<file path="config.mk">
export PLATFORM = sky130hd
export DESIGN_NAME = scanrep_linebuf
export DESIGN_NICKNAME = d
export VERILOG_FILES = /design/src/rtl/scanrep_pkg.sv /design/src/rtl/scanrep_fifo.sv /design/src/rtl/scanrep_unpack.sv /design/src/rtl/scanrep_refill.sv /design/src/rtl/scanrep_linebuf.sv
export SDC_FILE = /design/constraint.sdc
export NUM_CORES = 2
export LEC_CHECK = 0
export BUFFER_PORTS_ARGS = -buffer_cell sky130_fd_sc_hd__clkbuf_2
export CORE_ASPECT_RATIO = 1.5
export CORE_MARGIN = 2
export CORE_UTILIZATION = 40
export CTS_CLUSTER_SIZE = 8
export DETAILED_ROUTE_END_ITERATION = 10
export GPL_TIMING_DRIVEN = 0
export PLACE_DENSITY = 0.62
export SLEW_MARGIN = 10
export SYNTH_ARGS = -nofsm -noshare
export SYNTH_HDL_FRONTEND = slang
export SYNTH_SLANG_ARGS = --single-unit
export TNS_END_PERCENT = 1
</file>
<file path="constraint.sdc">
create_clock -name clk -period 4.1 [get_ports clk]
set_input_delay 0.615 -clock clk [delete_from_list [all_inputs] [get_ports clk]]
set_output_delay 0.615 -clock clk [all_outputs]
set_load 0.02 [all_outputs]
</file>
<file path="src/rtl/scanrep_pkg.sv">
package scanrep_pkg;
  localparam int BYTE_W = 8;
  localparam int PIX_W  = BYTE_W / 2;
  typedef logic [BYTE_W-1:0] byte_t;
  typedef logic [PIX_W-1:0]  pix_t;
endpackage

</file>
<file path="src/rtl/scanrep_fifo.sv">
module scanrep_fifo
  import scanrep_pkg::*;
#(
  parameter int DEPTH = 160,
  parameter int CNT_W = $clog2(DEPTH + 1),
  parameter int PTR_W = $clog2(DEPTH)
) (
  input  logic             clk,
  input  logic             rst_n,
  input  logic             push,
  input  logic             pop,
  input  byte_t            din,
  output byte_t            head,
  output logic [CNT_W-1:0] level,
  output logic             full,
  output logic             empty
);
  localparam logic [PTR_W-1:0] LAST = PTR_W'(DEPTH - 1);

  byte_t            store [DEPTH];
  logic [PTR_W-1:0] wp_q, wp_d, rp_q, rp_d;
  logic [CNT_W-1:0] lvl_q, lvl_d;
  logic             do_push, do_pop;

  assign full    = (lvl_q == CNT_W'(DEPTH));
  assign empty   = (lvl_q == '0);
  assign do_push = push && !full;
  assign do_pop  = pop && !empty;
  assign head    = store[rp_q];
  assign level   = lvl_q;

  always_comb begin
    wp_d  = wp_q;
    rp_d  = rp_q;
    lvl_d = lvl_q;
    if (do_push) wp_d = (wp_q == LAST) ? '0 : wp_q + 1'b1;
    if (do_pop)  rp_d = (rp_q == LAST) ? '0 : rp_q + 1'b1;
    if (do_push && !do_pop)      lvl_d = lvl_q + 1'b1;
    else if (do_pop && !do_push) lvl_d = lvl_q - 1'b1;
  end

  always_ff @(posedge clk or negedge rst_n) begin
    if (!rst_n) begin
      wp_q  <= '0;
      rp_q  <= '0;
      lvl_q <= '0;
    end else begin
      wp_q  <= wp_d;
      rp_q  <= rp_d;
      lvl_q <= lvl_d;
    end
  end

  always_ff @(posedge clk) begin
    if (do_push) store[wp_q] <= din;
  end
endmodule

</file>
<file path="src/rtl/scanrep_unpack.sv">
module scanrep_unpack
  import scanrep_pkg::*;
(
  input  logic  clk,
  input  logic  rst_n,
  input  logic  pix_en,
  input  byte_t head,
  input  logic  empty,
  output logic  pop,
  output logic  starve,
  output pix_t  pix_out
);
  logic  lo_q, lo_d;
  byte_t hold_q, hold_d;
  pix_t  pix_q, pix_d;

  assign pop    = pix_en && !lo_q;
  assign starve = pop && empty;

  always_comb begin
    lo_d   = lo_q;
    hold_d = hold_q;
    pix_d  = pix_q;
    if (pix_en) begin
      lo_d = !lo_q;
      if (!lo_q) begin
        hold_d = empty ? '0 : head;
        pix_d  = hold_d[BYTE_W-1:PIX_W];
      end else begin
        pix_d = hold_q[PIX_W-1:0];
      end
    end
  end

  always_ff @(posedge clk or negedge rst_n) begin
    if (!rst_n) begin
      lo_q   <= 1'b0;
      hold_q <= '0;
      pix_q  <= '0;
    end else begin
      lo_q   <= lo_d;
      hold_q <= hold_d;
      pix_q  <= pix_d;
    end
  end

  assign pix_out = pix_q;
endmodule

</file>
<file path="src/rtl/scanrep_refill.sv">
module scanrep_refill #(
  parameter int DEPTH = 160,
  parameter int CNT_W = $clog2(DEPTH + 1)
) (
  input  logic             clk,
  input  logic             rst_n,
  input  logic [CNT_W-1:0] level,
  output logic             req
);
  localparam logic [CNT_W-1:0] HALF = CNT_W'(DEPTH / 2);
  localparam logic [CNT_W-1:0] TOP  = CNT_W'(DEPTH);

  logic req_q, req_d;

  always_comb begin
    req_d = req_q;
    if (level <= HALF)     req_d = 1'b1;
    else if (level == TOP) req_d = 1'b0;
  end

  always_ff @(posedge clk or negedge rst_n) begin
    if (!rst_n) req_q <= 1'b0;
    else        req_q <= req_d;
  end

  assign req = req_q;
endmodule

</file>
<file path="src/rtl/scanrep_linebuf.sv">
module scanrep_linebuf
  import scanrep_pkg::*;
#(
  parameter int NUM_BUF = 2,
  parameter int DEPTH   = 160,
  parameter int SEL_W   = $clog2(NUM_BUF)
) (
  input  logic             clk,
  input  logic             rst_n,
  input  logic             wr_en,
  input  logic [7:0]       wr_data,
  input  logic [SEL_W-1:0] line_sel,
  input  logic             pix_en,
  output logic [3:0]       pix_out,
  output logic             refill_req,
  output logic             overflow,
  output logic             underrun
);
  localparam int CNT_W = $clog2(DEPTH + 1);

  byte_t            head_a [NUM_BUF];
  logic [CNT_W-1:0] lvl_a  [NUM_BUF];
  logic [NUM_BUF-1:0] full_v, empty_v;
  logic             pop_req, starve;
  logic [CNT_W-1:0] cnt_sel;
  logic             ovf_q, ovf_d, udr_q, udr_d;

  for (genvar b = 0; b < NUM_BUF; b++) begin : g_buf
    scanrep_fifo #(.DEPTH(DEPTH), .CNT_W(CNT_W)) fifo_i (
      .clk   (clk),
      .rst_n (rst_n),
      .push  (wr_en),
      .pop   (pop_req && (line_sel == SEL_W'(b))),
      .din   (wr_data),
      .head  (head_a[b]),
      .level (lvl_a[b]),
      .full  (full_v[b]),
      .empty (empty_v[b])
    );
  end

  assign cnt_sel = lvl_a[line_sel];

  scanrep_unpack unpack_i (
    .clk     (clk),
    .rst_n   (rst_n),
    .pix_en  (pix_en),
    .head    (head_a[line_sel]),
    .empty   (empty_v[line_sel]),
    .pop     (pop_req),
    .starve  (starve),
    .pix_out (pix_out)
  );

  scanrep_refill #(.DEPTH(DEPTH), .CNT_W(CNT_W)) refill_i (
    .clk   (clk),
    .rst_n (rst_n),
    .level (cnt_sel),
    .req   (refill_req)
  );

  always_comb begin
    ovf_d = ovf_q || (wr_en && (|full_v));
    udr_d = udr_q || starve;
  end

  always_ff @(posedge clk or negedge rst_n) begin
    if (!rst_n) begin
      ovf_q <= 1'b0;
      udr_q <= 1'b0;
    end else begin
      ovf_q <= ovf_d;
      udr_q <= udr_d;
    end
  end

  assign overflow = ovf_q;
  assign underrun = udr_q;
endmodule

</file>
Word-level counts from Yosys, hierarchy flattened
Memories as Yosys holds them, arrays and structs flattened. Cells that the tools add are included.

Order comparisons: 3. Reductions and logical operators: 31. Bitwise gates (word level): 3. Add/subtract/negate cells: 8. Multiplexer cells: 24. Equality and inequality tests: 7.

Operator list (number): 8-bit 2-to-1 mux (15); 8-bit == test (second input constant) (7); 8-bit by 1-bit adder with 8-bit output (second input constant) (6); 8-bit logical NOT (2); 8-bit by 1-bit subtractor with 8-bit output (second input constant) (2); 1-bit logical AND (13); 1-bit logical NOT (9); 8-bit by 7-bit less-or-equal comparator with 1-bit output (second input constant) (1); 1-bit 2-to-1 mux (8); 2-bit nonzero test (3); 4-bit 2-to-1 mux (1); 2-bit >= comparator (second input constant) (1); 1-bit logical OR (2); 1-bit by 2-bit < comparator with 1-bit output (second input constant) (1); 1-bit NOT (2); 1-bit NOT with 2-bit output (1); 2-bit AND reduction (1); 2-bit OR reduction (1).

Input bits: 13. Memories: 2. Register bits after elaboration: 60. Output and inout bits: 7. Bits in writable memories: 2560. Logic and storage cells: 90.

Memories: g_buf[0].fifo_i.store (depth 160, bits a word 8, rd ports 1, clocked after Yosys merged registers in 0, write ports 1, line scanrep_fifo.sv:20) `byte_t store [DEPTH];`; g_buf[1].fifo_i.store (depth 160, bits a word 8, rd ports 1, clocked after Yosys merged registers in 0, write ports 1, line scanrep_fifo.sv:20).

Depth between registers and ports, before layout
Word-level depth: 7. Gate-level depth with buffers: 16. Depth with buffers taken out: 15.

Cells and area by module
A second synthesis with hierarchy kept.

Cell total of the unflattened synthesis: 5046. Area total of the unflattened synthesis: 102811.1 um2.

By module, submodules not included: scanrep_fifo at g_buf[1].fifo_i (instances 1, cells each 2503, area each 50980.1 um2, seq. area each 39037.4 um2); scanrep_fifo at g_buf[0].fifo_i (instances 1, cells each 2471, area each 50961.4 um2, seq. area each 39037.4 um2); scanrep_unpack (instances 1, cells each 39, area each 462.9 um2, seq. area each 225.2 um2); scanrep_linebuf (instances 1, cells each 26, area each 336.6 um2, seq. area each 50.0 um2); scanrep_refill (instances 1, cells each 7, area each 70.1 um2, seq. area each 25.0 um2).

Worst setup path before layout
OpenSTA, ideal clock, no wires.

Path type: register -> register. From: reg g_buf[1].fifo_i.lvl_q[0]. To: reg g_buf[1].fifo_i.lvl_q[7]. Slack: 378 ps. Cell stages (with the launch flop): 16. Buffers on the path: 2. Period minus slack after synthesis: 3722 ps. Library setup time: 79 ps. Arrival time: 3642 ps. Required time: 4021 ps. Cells stage by stage: dfrtp_1 -> nor4_1 -> nand4_1 -> and2_1 -> buf_2 -> buf_1 -> ha_1 -> inv_1 -> ha_1 -> a21o_1 -> a21oi_1 -> o21bai_1 -> a2111oi_0 -> o31ai_1 -> a21oi_1 -> xor2_1.

Word-level cells in the longest chain between the ends: 6. Elaborated cells between the ends (all ways): 15.

RTL lines: start, declared (line scanrep_fifo.sv:22) `logic [CNT_W-1:0] lvl_q, lvl_d;`; start signal, assigned (line scanrep_fifo.sv:50) `lvl_q <= lvl_d;`; 8-bit == test (*) (line scanrep_fifo.sv:25) `assign full = (lvl_q == CNT_W'(DEPTH));`; 1-bit logical NOT (*) (line scanrep_fifo.sv:27) `assign do_push = push && !full;`; 1-bit logical AND (*) (line scanrep_fifo.sv:27); net g_buf[1].fifo_i.do_push (line scanrep_fifo.sv:23) `logic do_push, do_pop;`; 1-bit logical NOT (line scanrep_fifo.sv:39) `else if (do_pop && !do_push) lvl_d = lvl_q - 1'b1;`; 1-bit logical AND (line scanrep_fifo.sv:39); 2-bit nonzero test (no line).

Mark *: on every way through the listed nets, which the timed path passes. The rest lies on a longest branch. The select of a mux whose other input is x is not followed. A chain may end at the register's enable or synchronous reset.

Final worst setup path
From: reg g_buf[1].fifo_i.rp_q[2]. To: reg unpack_i.pix_q[2] (netlist: unpack_i.pix_out[2]).

Word-level cells in the longest chain between the ends: 6.

RTL lines: start, declared (line scanrep_fifo.sv:21) `logic [PTR_W-1:0] wp_q, wp_d, rp_q, rp_d;`; start signal, assigned (line scanrep_fifo.sv:49) `rp_q <= rp_d;`; memory read 160 x 8 bit; 8-bit 2-to-1 mux (implied by the code) (3 in a row) (line scanrep_linebuf.sv:48) `.head (head_a[line_sel]),`; 8-bit 2-to-1 mux (line scanrep_unpack.sv:27) `hold_d = empty ? '0 : head;`; 4-bit 2-to-1 mux (line scanrep_unpack.sv:26) `if (!lo_q) begin`; end signal, assigned (line scanrep_unpack.sv:43) `pix_q <= pix_d;`; end, declared (line scanrep_unpack.sv:15) `pix_t pix_q, pix_d;`.

No other way between the ends. The select of a mux whose other input is x is not followed.

==> flow_summary.ini <==
[timing]
fmax_mhz = 227
finalCriticalPeriod_ns = 4.40
tightest_slew_ns = 1.53
fin_crit_sh = 1.07
setup_ws_ns = -0.305
skew_ns = 0.0535
hold_viol_final = 0
setup_viol = 24
rsz0062_at_grt = true
finalMaxSlewViolations = 22
max_slew_margin = -0.0257

[worst_setup_path]
slowest_stage = clkbuf_1
setup.worst_path.end_class = flop
crit_buf_inv = 2
arrival_ns = 5.22
path_max_fanout = 10
cp_slowest_stage_delay_ns = 1.11
crit_top_cell = clkbuf_1
crit_family = buffers and inverters
cp.required_ns = 4.92
critPathLaunchType = flop
cp_cell_sequence = nor2b_1, clkbuf_1, clkbuf_1, a221oi_1, o22ai_1, o21ai_1, a31oi_1, a2bb2oi_1
critPathKind = reg -> reg

[grt]
grt_max_degree = 139
grt_pass1_wl_um = 466000
grt_usage = 0.263
grt_overflow = 0
grt_pass1_vias = 55600
antenna_found_initial = 8

[floorplanning]
die_x_um = 417
row_count = 227
die_h_um = 624
ios = 20
start_util = 0.402
die-area_sq_um = 261000
coreArea_sq_um = 255000

[cells_and_area]
fillers = 21100
utilization = 0.462
final_nets = 5337
areaGrowthSynthToFinish_pct = 14.9
layout_common_cells = 2560 x edfxtp_1, 647 x mux4_2, 375 x nor2_1, 374 x clkbuf_16, 170 x clkbuf_1
fin_area_sq_um = 118000
drive_gt1_frac = 0.250
layout_commonest_cell = edfxtp_1

[synth]
ys_warn_count = 0
ys.flop_type = edfxtp_1
netlist_area_sq_um = 103000
ys_types = 71
synthCells = 4885
ys_async_sr_fraction = 0.0229
synth_seq_cells = 2620
ys_seq_area_frac = 0.764
syn_nets = 4925
synth-edff-count = 2560
avgSynthCellArea_sq_um = 21.0

[power_and_ir_drop]
leakage_uw = 0.0367
power_density_nw_per_um2 = 722
vdd_ir_drop_max_uv = 469
report.power.total_uw = 85100

[drt]
drt_iter0_drc = 7753
drcViolationCount = 0
drt-vias-per-instance = 6.27
dr.pass1.iters = 6
vias = 54900
routed_wl_um = 346000
wl_per_cell_um = 39.6
ant_nets = 0

[placed_design]
place_congestion = 0.992
dp_hpwl_um = 227000
portBuffers = 18
place_area_sq_um = 107000

[cts]
cts_tree = done
cts.sink_count = 2620
clk_pin_slew_ns = 0.05
cts_buffers = 369
cts_root_buffer = clkbuf_16
htreeDepth = 5
clock_path_buffers = 4
clk_latency_ns = 0.93

[worst_hold_path]
hp-class = in -> reg

[run]
max-cap-violations = 3

[outcome]
status = finished with violations
violations = max-capacitance violations, max-slew violations, negative setup slack
-- flip-flops by register name, summed over array words and instances (netlist names), 4 cells and up --
register            cells
g_buf.fifo_i.level     16
g_buf.fifo_i.store   2560
unpack_i.hold_q         4
unpack_i.pix_out        4
g_buf.fifo_i.wp_q      16
g_buf.fifo_i.rp_q      16
-- timing repair --
item,4_1_cts,5_1_grt
pin swaps,1,0
hold buffers,1,0
buffers inserted,3,0
resized for setup,89,30
gates cloned,0,0
hold endpoints to repair,60,0
endpoints found under the setup margin,487,401
-- path summary, 6_finish.rpt --
check                                              from  slack (ns)  cells after the start                  endpoint
worst min-delay path                              wr_en        0.14                      2                  overflow
max in group asynchronous                         rst_n        3.26                      3   g_buf[1].fifo_i.wp_q[6]
worst max register to register  g_buf[1].fifo_i.rp_q[2]       -0.30                      8       unpack_i.pix_out[2]
min in group asynchronous                         rst_n        0.27                      2  g_buf[1].fifo_i.level[2]
worst max-delay path            g_buf[1].fifo_i.rp_q[2]       -0.30                      8       unpack_i.pix_out[2]
worst min register to register       unpack_i.hold_q[0]        0.49                      2        unpack_i.hold_q[0]
-- final cells by class --
| class | instances | area (sq um) | share of cell area |
|---|---|---|---|
| repair buffers | 42 | 728 | 0.00618 |
| flip-flops and latches | 2620 | 78400 | 0.665 |
| multi-input cells | 1978 | 22900 | 0.194 |
| well taps | 3320 | 4150 | 0.0352 |
| clock inverters | 15 | 220 | 0.00187 |
| inverters | 19 | 73.8 | 0.000626 |
| diodes | 12 | 30.0 | 0.000255 |
| clock buffers | 477 | 9750 | 0.0827 |
| plain buffers | 267 | 1690 | 0.0143 |
-- Yosys cell counts (all sizes together) (4+ instances only) --
master   count  share of area
mux2i      121          0.012
nor4        13        0.00079
and3         4        0.00024
a21o         6        0.00044
buf        172          0.011
nor2       394          0.014
a31oi       23         0.0014
inv         19        0.00070
o211ai       7        0.00051
mux2        13         0.0014
nand2      132         0.0048
nor2b       47         0.0029
xor2        12         0.0010
ha          25         0.0030
o22ai       16        0.00098
o21a         4        0.00029
nand2b      14        0.00085
mux4       647           0.14
nand4       19         0.0012
nor3        21         0.0010
o221ai       4        0.00034
a22o        20         0.0017
a221oi      29         0.0025
or2          7        0.00043
clkbuf      96         0.0035
or3          5        0.00030
dfrtp       60          0.015
and2         5        0.00030
edfxtp    2560           0.75
a211oi      28         0.0020
nand3b       4        0.00029
a21oi       58         0.0028
xnor2       24         0.0020
o21ai       59         0.0029
a22oi       94         0.0069
nor3b        6        0.00049
a2111oi      9        0.00083
nand3       61         0.0030
-- cells by family after synthesis --
kind of cell,synth area share
adder cells (fa/ha/maj),0.00344
buffers and inverters,0.0156
AO/OA/AOI/OAI,0.0264
multiplexers,0.155
flip-flops,0.764
AND/OR/NAND/NOR,0.0321
XOR/XNOR,0.00307
-- power breakdown --
group	switching [uW]	total [uW]	leakage, uW	internal, uW
logic	18200	27300	0.00815	9030
clock network	11000	27400	0.00483	16300
registers	405	30500	0.0238	30100
-- layer usage --
metal  up-vias  GRT usage  part of all wire
met5         -    0.00149           0.00023
met4         8      0.213             0.098
met3      1117     0.0577             0.085
met2      3519      0.439              0.49
met1     29100      0.290              0.33
li1      21100          -                 -
-- metrics by stage --
step           hold WS (ns)  TNS [ns]  cells  setup slack, ns
2_1_floorplan         0.319         0   4885            0.378
3_3_place_gp          0.468  -5711.81   8223            -2.53
3_5_place_dp          0.474    -97.79   8243            -1.26
4_1_cts              0.0914    -0.110   8738           -0.110
5_1_grt               0.130     -2.11   8740           -0.139
6_report              0.142     -1.30   8750           -0.305
Power figures use the tool's default switching activity.
